--- config.mk ---
export PLATFORM = sky130hd
export DESIGN_NAME = dpll_aux_out
export DESIGN_NICKNAME = d
export VERILOG_FILES = /design/src/rtl/dpll_aux_pkg.sv /design/src/rtl/dpll_lock_filter.sv /design/src/rtl/dpll_pdn_seq.sv /design/src/rtl/dpll_fold_select.sv /design/src/rtl/dpll_aux_out.sv
export SDC_FILE = /design/constraint.sdc
export NUM_CORES = 1
export LEC_CHECK = 0
export BUFFER_PORTS_ARGS = -buffer_cell sky130_fd_sc_hd__buf_4
export CORE_MARGIN = 1
export CORE_UTILIZATION = 50
export CTS_CLUSTER_DIAMETER = 150
export DETAILED_ROUTE_END_ITERATION = 12
export GPL_ROUTABILITY_DRIVEN = 0
export PLACE_DENSITY = 0.75
export SLEW_MARGIN = 5
export SYNTH_ARGS = -nofsm -noshare
export SYNTH_HDL_FRONTEND = slang
export SYNTH_SLANG_ARGS = --single-unit
--- constraint.sdc ---
create_clock -name clk -period 2.8 [get_ports clk]
set_input_delay 0.14 -clock clk [delete_from_list [all_inputs] [get_ports clk]]
set_output_delay 0.14 -clock clk [all_outputs]
set_load 0.01 [all_outputs]
--- src/rtl/dpll_aux_pkg.sv ---
package dpll_aux_pkg;

    // Function routed to the shared status pin
    typedef enum logic [3:0] {
        FM_OFF,
        FM_LOCK2,
        FM_LOCK1,
        FM_LOCK_BOTH,
        FM_RDIV2,
        FM_NDIV2,
        FM_RDIV1,
        FM_NDIV1,
        FM_FAST,
        FM_RSVD,
        FM_CRST
    } fold_mode_e;

    // Four select bits gathered from both reference words
    typedef struct packed {
        logic hi2;
        logic hi1;
        logic lo2;
        logic lo1;
    } mode_bits_t;

    function automatic fold_mode_e decode_mode(mode_bits_t m);
        fold_mode_e r;
        case ({m.hi2, m.hi1})
            2'b00: begin
                case ({m.lo2, m.lo1})
                    2'b00:   r = FM_OFF;
                    2'b10:   r = FM_LOCK2;
                    2'b01:   r = FM_LOCK1;
                    default: r = FM_LOCK_BOTH;
                endcase
            end
            2'b10:   r = m.lo2 ? FM_NDIV2 : FM_RDIV2;
            2'b01:   r = m.lo1 ? FM_NDIV1 : FM_RDIV1;
            default: begin
                case ({m.lo2, m.lo1})
                    2'b00:   r = FM_FAST;
                    2'b11:   r = FM_CRST;
                    default: r = FM_RSVD;
                endcase
            end
        endcase
        return r;
    endfunction

endpackage

--- src/rtl/dpll_lock_filter.sv ---
module dpll_lock_filter #(
    parameter int LOCK_WIN  = 4,
    parameter int LOCK_RUNS = 4
) (
    input  logic clk,
    input  logic rst,
    input  logic hold_clr,
    input  logic ref_tick,
    input  logic perr,
    output logic locked
);
    localparam int WID_W = $clog2(LOCK_WIN + 1);
    localparam int RUN_W = $clog2(LOCK_RUNS + 1);
    localparam logic [WID_W-1:0] WID_MAX  = WID_W'(LOCK_WIN);
    localparam logic [RUN_W-1:0] RUN_MAX  = RUN_W'(LOCK_RUNS);
    localparam logic [RUN_W-1:0] RUN_LAST = RUN_W'(LOCK_RUNS - 1);

    logic [WID_W-1:0] wid_q, wid_now;
    logic [RUN_W-1:0] run_q;
    logic             lock_q;
    logic             good;

    // Saturating width of the current reference cycle, this clock included
    always_comb begin
        wid_now = wid_q;
        if (perr && (wid_q != WID_MAX)) wid_now = wid_q + 1'b1;
    end

    assign good = (wid_now != WID_MAX);

    always_ff @(posedge clk) begin
        if (rst || hold_clr) begin
            wid_q  <= '0;
            run_q  <= '0;
            lock_q <= 1'b0;
        end else if (ref_tick) begin
            wid_q <= '0;
            if (good) begin
                if (run_q != RUN_MAX) run_q <= run_q + 1'b1;
                if (run_q == RUN_LAST) lock_q <= 1'b1;
            end else begin
                run_q  <= '0;
                lock_q <= 1'b0;
            end
        end else begin
            wid_q <= wid_now;
        end
    end

    assign locked = lock_q;
endmodule

--- src/rtl/dpll_pdn_seq.sv ---
module dpll_pdn_seq #(
    parameter int NLOOP = 2
) (
    input  logic             clk,
    input  logic             rst,
    input  logic [NLOOP-1:0] pdn_req,
    input  logic [NLOOP-1:0] cp_tristate,
    output logic [NLOOP-1:0] pdn_eff,
    output logic             osc_off
);
    logic [NLOOP-1:0] eff_q;

    for (genvar g = 0; g < NLOOP; g++) begin : g_loop
        // Enter only at a tri-state moment, leave as soon as the request drops
        always_ff @(posedge clk) begin
            if (rst) eff_q[g] <= 1'b0;
            else     eff_q[g] <= pdn_req[g] & (eff_q[g] | cp_tristate[g]);
        end
    end

    assign pdn_eff = eff_q;
    assign osc_off = &eff_q;
endmodule

--- src/rtl/dpll_fold_select.sv ---
module dpll_fold_select
    import dpll_aux_pkg::*;
(
    input  logic       clk,
    input  logic       rst,
    input  fold_mode_e mode,
    input  logic [1:0] locked,
    input  logic [1:0] perr,
    input  logic [1:0] rdiv,
    input  logic [1:0] ndiv,
    input  logic [1:0] icp_hi,
    output logic       fold_out,
    output logic       cnt_reset
);
    logic fold_d;
    logic crst_d;

    always_comb begin
        fold_d = 1'b0;
        crst_d = 1'b0;
        case (mode)
            FM_LOCK2:     fold_d = locked[1] & ~perr[1];
            FM_LOCK1:     fold_d = locked[0] & ~perr[0];
            FM_LOCK_BOTH: fold_d = &locked & ~(|perr);
            FM_RDIV2:     fold_d = rdiv[1];
            FM_NDIV2:     fold_d = ndiv[1];
            FM_RDIV1:     fold_d = rdiv[0];
            FM_NDIV1:     fold_d = ndiv[0];
            FM_FAST:      fold_d = ~(|icp_hi);
            FM_CRST:      crst_d = 1'b1;
            default:      fold_d = 1'b0;
        endcase
    end

    // Registered pin: mode changes cannot glitch the output
    always_ff @(posedge clk) begin
        if (rst) begin
            fold_out  <= 1'b0;
            cnt_reset <= 1'b0;
        end else begin
            fold_out  <= fold_d;
            cnt_reset <= crst_d;
        end
    end
endmodule

--- src/rtl/dpll_aux_out.sv ---
module dpll_aux_out
    import dpll_aux_pkg::*;
#(
    parameter int LOCK_WIN  = 4,
    parameter int LOCK_RUNS = 4
) (
    input  logic       clk,
    input  logic       rst,
    input  logic [1:0] ref_tick,
    input  logic [1:0] perr,
    input  logic [1:0] rdiv_out,
    input  logic [1:0] ndiv_out,
    input  logic [1:0] cp_tristate,
    input  logic [1:0] fsel_lo,
    input  logic [1:0] fsel_hi,
    input  logic [1:0] icp_hi,
    input  logic [1:0] pdn_req,
    output logic       fold_out,
    output logic [1:0] locked,
    output logic       cnt_reset,
    output logic [1:0] pdn_eff,
    output logic       osc_off
);
    localparam int NLOOP = 2;

    mode_bits_t mbits;
    fold_mode_e mode;
    logic [NLOOP-1:0] eff;

    assign mbits = '{hi2: fsel_hi[1], hi1: fsel_hi[0], lo2: fsel_lo[1], lo1: fsel_lo[0]};
    assign mode  = decode_mode(mbits);

    dpll_pdn_seq #(.NLOOP(NLOOP)) i_pdn (
        .clk         (clk),
        .rst         (rst),
        .pdn_req     (pdn_req),
        .cp_tristate (cp_tristate),
        .pdn_eff     (eff),
        .osc_off     (osc_off)
    );

    for (genvar g = 0; g < NLOOP; g++) begin : g_lock
        dpll_lock_filter #(.LOCK_WIN(LOCK_WIN), .LOCK_RUNS(LOCK_RUNS)) i_flt (
            .clk      (clk),
            .rst      (rst),
            .hold_clr (eff[g]),
            .ref_tick (ref_tick[g]),
            .perr     (perr[g]),
            .locked   (locked[g])
        );
    end

    dpll_fold_select i_sel (
        .clk       (clk),
        .rst       (rst),
        .mode      (mode),
        .locked    (locked),
        .perr      (perr),
        .rdiv      (rdiv_out),
        .ndiv      (ndiv_out),
        .icp_hi    (icp_hi),
        .fold_out  (fold_out),
        .cnt_reset (cnt_reset)
    );

    assign pdn_eff = eff;
endmodule

Word level (Yosys, flattened, before mapping)
Cells that the tools add are included.

$add $sub $neg: 4. Equality and inequality tests: 26. Muxes and demuxes: 17. Bitwise logic cells: 11. Reductions and logical operators: 16.

Operator list (count): two-way mux 3 bit (6); inequality test 3 bit, second input constant (6); equality test 4 x 3 -> 1 bit, second input constant (4); adder 3 x 1 -> 3 bit, second input constant (4); case mux 4 bit (3 select lines) (1); AND reduction 2 bit (6); equality test 4 x 2 -> 1 bit, second input constant (2); equality test 4 bit, second input constant (2); inequality test 2 bit, second input constant (4); case mux 1 bit (8 select lines) (1); OR reduction 2 bit (4); two-way mux 1 bit (7); equality test 2 bit, second input constant (3); equality test 3 x 2 -> 1 bit, second input constant (2); case mux 2 bit (3 select lines) (1); AND 1 bit (5); equality test 2 x 1 -> 1 bit, second input constant (2); equality test 4 x 1 -> 1 bit, second input constant (1); logical NOT 2 bit (2); NOT 1 bit (4); case mux 2 bit (2 select lines) (1); logical AND 1 bit (2); logical OR 1 bit (2); bitwise OR 1 bit (2).

Register bits after elaboration: 18. Bits of input ports: 20. Output and inout bits: 7. Logic and storage cells: 84.

Logic depth before layout (Yosys ltp)
Depth in word-level cells: 6. Mapped depth: 7. Depth with buffers taken out: 7.

Hierarchy
A second synthesis with hierarchy kept.

Cell total of the unflattened synthesis: 147. Area total of the unflattened synthesis: 1271.2 um^2.

Modules (own cells, without submodules): dpll_lock_filter (instances 2, cells each 52, area each 447.9 um^2, sequential area each 140.1 um^2); dpll_fold_select (instances 1, cells each 18, area each 155.1 um^2, sequential area each 40.0 um^2); dpll_aux_out (instances 1, cells each 18, area each 150.1 um^2, sequential area each 0.0 um^2); dpll_pdn_seq (instances 1, cells each 7, area each 70.1 um^2, sequential area each 40.0 um^2).

Least setup slack after synthesis
No wires, ideal clock.

Kind: register to register. From: register g_lock[1].i_flt.wid_q[0]. To: register g_lock[1].i_flt.run_q[0]. Setup time: 0.091 ns. Data arrival time: 1.829 ns. Slack: 0.880 ns. Cell stages (with the launch flop): 8. Clock period less this slack: 1.920 ns. Cells stage by stage: dfxtp_1 inv_1 ha_1 a21boi_2 mux2_4 a32oi_2 nand3_2 a311oi_1.

Word-level cells in the longest chain between the ends: 6. Elaborated cells on any way between the ends: 8. Those cells by class: 1 x add/sub; 3 x eq/ne; 2 x mux; 2 x reduce/logical.

Ends and longest elaborated chain: from (decl) (RTL line dpll_lock_filter.sv:18) `logic [WID_W-1:0] wid_q, wid_now;`; from (signal assigned) (RTL line dpll_lock_filter.sv:46) `wid_q <= wid_now;`; branches (longest 2 deep; another with adder 3 x 1 -> 3 bit); two-way mux 3 bit (*) (RTL line dpll_lock_filter.sv:26) `if (perr && (wid_q != WID_MAX)) wid_now = wid_q + 1'b1;`; inequality test 3 bit (*) (RTL line dpll_lock_filter.sv:29) `assign good = (wid_now != WID_MAX);`; inequality test 2 bit (no line); AND reduction 2 bit (no line); to (signal assigned) (RTL line dpll_lock_filter.sv:39) `if (run_q != RUN_MAX) run_q <= run_q + 1'b1;`; to (decl) (RTL line dpll_lock_filter.sv:19) `logic [RUN_W-1:0] run_q;`.

Mark *: on every way between the ends. A chain may end at the register's enable or synchronous reset.

Worst setup path after layout
From: register g_lock[0].i_flt.wid_q[0]. To: register g_lock[0].i_flt.run_q[2].

Word-level cells in the longest chain between the ends: 6. Elaborated cells on any way between the ends: 8. Those cells by class: 1 x add/sub; 3 x eq/ne; 2 x mux; 2 x reduce/logical.

Ends and longest elaborated chain (RTL line): from (decl) (dpll_lock_filter.sv:18); from (signal assigned) (dpll_lock_filter.sv:46); branches (longest 2 deep; another with adder 3 x 1 -> 3 bit); two-way mux 3 bit (*) (dpll_lock_filter.sv:26); inequality test 3 bit (*) (dpll_lock_filter.sv:29); inequality test 2 bit (no line); AND reduction 2 bit (no line); to (signal assigned) (dpll_lock_filter.sv:39); to (decl) (dpll_lock_filter.sv:19).

Marked as above.

==> out/metrics.yaml <==
finish:
  drive_above_1_share: 0.232
  fillers: 198
  area.sequential_um2: 360
  finalNetCount: 204
  multi_input_area_um2: 796
  n_antenna_cell: 0
  area_delta_synth_final_pct: 17.1
floorplanning:
  die_h_um: 52.2
  fp-row-count: 17
  start_util: 0.547
  coreArea_mm2: 0.00230
  die_width_um: 52.2
  dieArea_mm2: 0.00272
  num_io_pins: 27
setup_path:
  criticalPathCategory: "register to register"
  cp_data_required_time_ns: 2.96
  crit_arrival_ns: 2.26
  cp-end-kind: "register"
  critical_path.max_fanout: 6
  cp-start-kind: "register"
grt:
  grt_overflow: 0
  grt_pass1_vias: 1014
  grt_max_degree: 12
  grt_pass1_wl_um: 4000
  grt_usage: 0.197
  grt_antenna_before_repair: 0
yosys:
  yosysSeqAreaShare: 0.287
  syn_avg_cell_area_um2: 8.92
  async_reset_ff_frac: 0
  synth_area_leaders: "dfxtp_1 (29%), ha_1 (18%), inv_1 (5.1%), nor2_1 (4.5%), nand2_1 (2.7%)"
  yosys_warnings: 0
  ys_dominant_reg_cell: "dfxtp_1"
  ys_ff_latch: 18
  synth_edf_count: 0
  synth_cell_types: 40
  yosysTopAreaCell: "dfxtp_1"
  synthCells: 141
  ys_top_cells_by_count: "dfxtp_1 (18), ha_1 (18), inv_1 (17)"
  synth_area_mm2: 0.00126
  synth_top_area_frac: 0.287
  syn-num-nets: 179
detailed_routing:
  route.detailed.drc: 0
  routed_via_density: 5.55
  ant_nets: 0
  num_vias: 1066
  wire_per_inst_um: 12.8
  dr.pass1.iters: 5
  wl_um: 2460
  drt_iter0_drc: 12
cts:
  hold_buffers: 0
  post_cts_buffers: 0
  h-tree-depth: 1
  clkSinkCount: 18
  path_clk_slew_ns: 0.10
  clock_latency_ns: 0.29
  cts-resized-gates: 0
  cts_buffer_depth: 2
  cts_root_buf: "clkbuf_4"
  cts_buffers: 3
  cts_tree: "yes"
outcome:
  status: "finished, final reports clean"
pwr:
  swShare: 0.271
  power_mw: 0.513
  power.internal_mw: 0.374
  p_comb_frac: 0.220
  p_leak_nw: 0.646
  power.share.clock: 0.243
  p_switching_mw: 0.139
  vdd_drop_max_uv: 247
  cellPowerDensity_mw_per_mm2: 349
  pwr-share-seq: 0.537
sta:
  finalSetupTns_ns: 0
  timing.fmax_mhz: 478
  setup_viol: 0
  slew_headroom: 0.591
  min_period_ns: 2.09
  rsz0062_at_grt: "no"
  slew_violations: 0
  skew_ns: 0.0117
  final.period_utilization: 0.747
  worstMarginPinSlew_ns: 0.605
  hold_viol_final: 0
placed_design:
  port_buffers: 26
  dpl.hpwl_um: 1950
worst_hold_path:
  worst_hold_path_type: "input port to register"
flow_run:
  max-cap-violations: 0
[area by class of cell]
cell class,count,share of cell area
Multi-Input combinational cell,100,0.540
Sequential cell,18,0.245
Timing Repair Buffer,26,0.133
Inverter,17,0.0433
Tap cell,28,0.0238
Clock buffer,3,0.0153
[cells in the final DEF, fill, tap and decap left out, types with 2 or more instances in the layout]
master	synthesis	final
nand2_1	9	9
a211oi_1	3	3
inv_1	17	17
or3_1	2	2
a311oi_1	2	2
xor2_1	2	2
nand3b_1	2	2
a31oi_1	3	3
nor3b_1	4	4
dfxtp_1	18	18
a21oi_1	4	4
xnor2_1	3	3
nand2b_1	2	2
ha_1	18	18
nor3_1	3	3
o31ai_1	2	2
buf_4	4	26
clkbuf_4	0	3
nor4b_1	3	3
nand4_1	4	4
nor2_1	15	15
[routing by layer]
metal | global-route usage | up-vias | wire length (um)
met4 | 0.0263 | 0 | 14
met5 | 0 | - | 0
met3 | 0.0526 | 2 | 113
met2 | 0.378 | 33 | 1190
met1 | 0.217 | 491 | 1140
li1 | - | 540 | -
[power by group through the flow]
stage | clock, mW | sequential [mW] | combinational, mW
final | 0.125 | 0.276 | 0.113
after global routing | 0.138 | 0.277 | 0.125
after CTS | 0.130 | 0.276 | 0.113
after detailed placement | 0 | 0.282 | 0.113
after global placement | 0 | 0.281 | 0.109
after floorplan | 0 | 0.279 | 0.0730
[cell families after synthesis]
group	Yosys count	synth area share
mux	3	0.0378
flops	18	0.287
buf+inv	23	0.0806
compound gates	25	0.169
simple gates	49	0.212
xor+xnor	5	0.0348
fa+ha+maj	18	0.179
[critical path, stage by stage, from the launching register on]
cell and delay (ns):
dfxtp_1 0.41, inv_1 0.08, ha_1 0.20, a21boi_1 0.33, nor4b_1 0.50, nor2_1 0.18
a32oi_1 0.23, nor3_1 0.06
[flip-flops by register name (all words and copies together) (netlist names)]
name and cells:
i_sel.cnt_reset 1, i_pdn.pdn_eff 2, g_lock.i_flt.wid_q 6, g_lock.i_flt.locked 2, g_lock.i_flt.run_q 6, i_sel.fold_out 1
[final timing paths]
path                                         start                                     to  slack [ns]  depth (start not counted)
max            g_lock[0].i_flt.wid_q[0]$_SDFF_PP0_  g_lock[0].i_flt.run_q[2]$_SDFFE_PP0P_        0.71                          7
min                                    ref_tick[0]    g_lock[0].i_flt.locked$_SDFFE_PP0P_        0.09                          2
max reg2reg    g_lock[0].i_flt.wid_q[0]$_SDFF_PP0_  g_lock[0].i_flt.run_q[2]$_SDFFE_PP0P_        0.71                          7
min reg2reg  g_lock[0].i_flt.run_q[0]$_SDFFE_PP0P_  g_lock[0].i_flt.run_q[0]$_SDFFE_PP0P_        0.49                          2
[stage by stage]
stage	util	std cells	hold slack [ns]	setup WS, ns	cell area, um2
2_1_floorplan	-	141	0.236	0.880	1260
3_3_place_gp	0.631	189	0.391	0.795	1450
3_5_place_dp	0.631	189	0.399	0.719	1450
4_1_cts	0.641	192	0.0830	0.695	1470
5_1_grt	0.641	192	0.0949	0.494	1470
6_report	0.641	192	0.0941	0.708	1470
(Power assumes the default switching activity.)
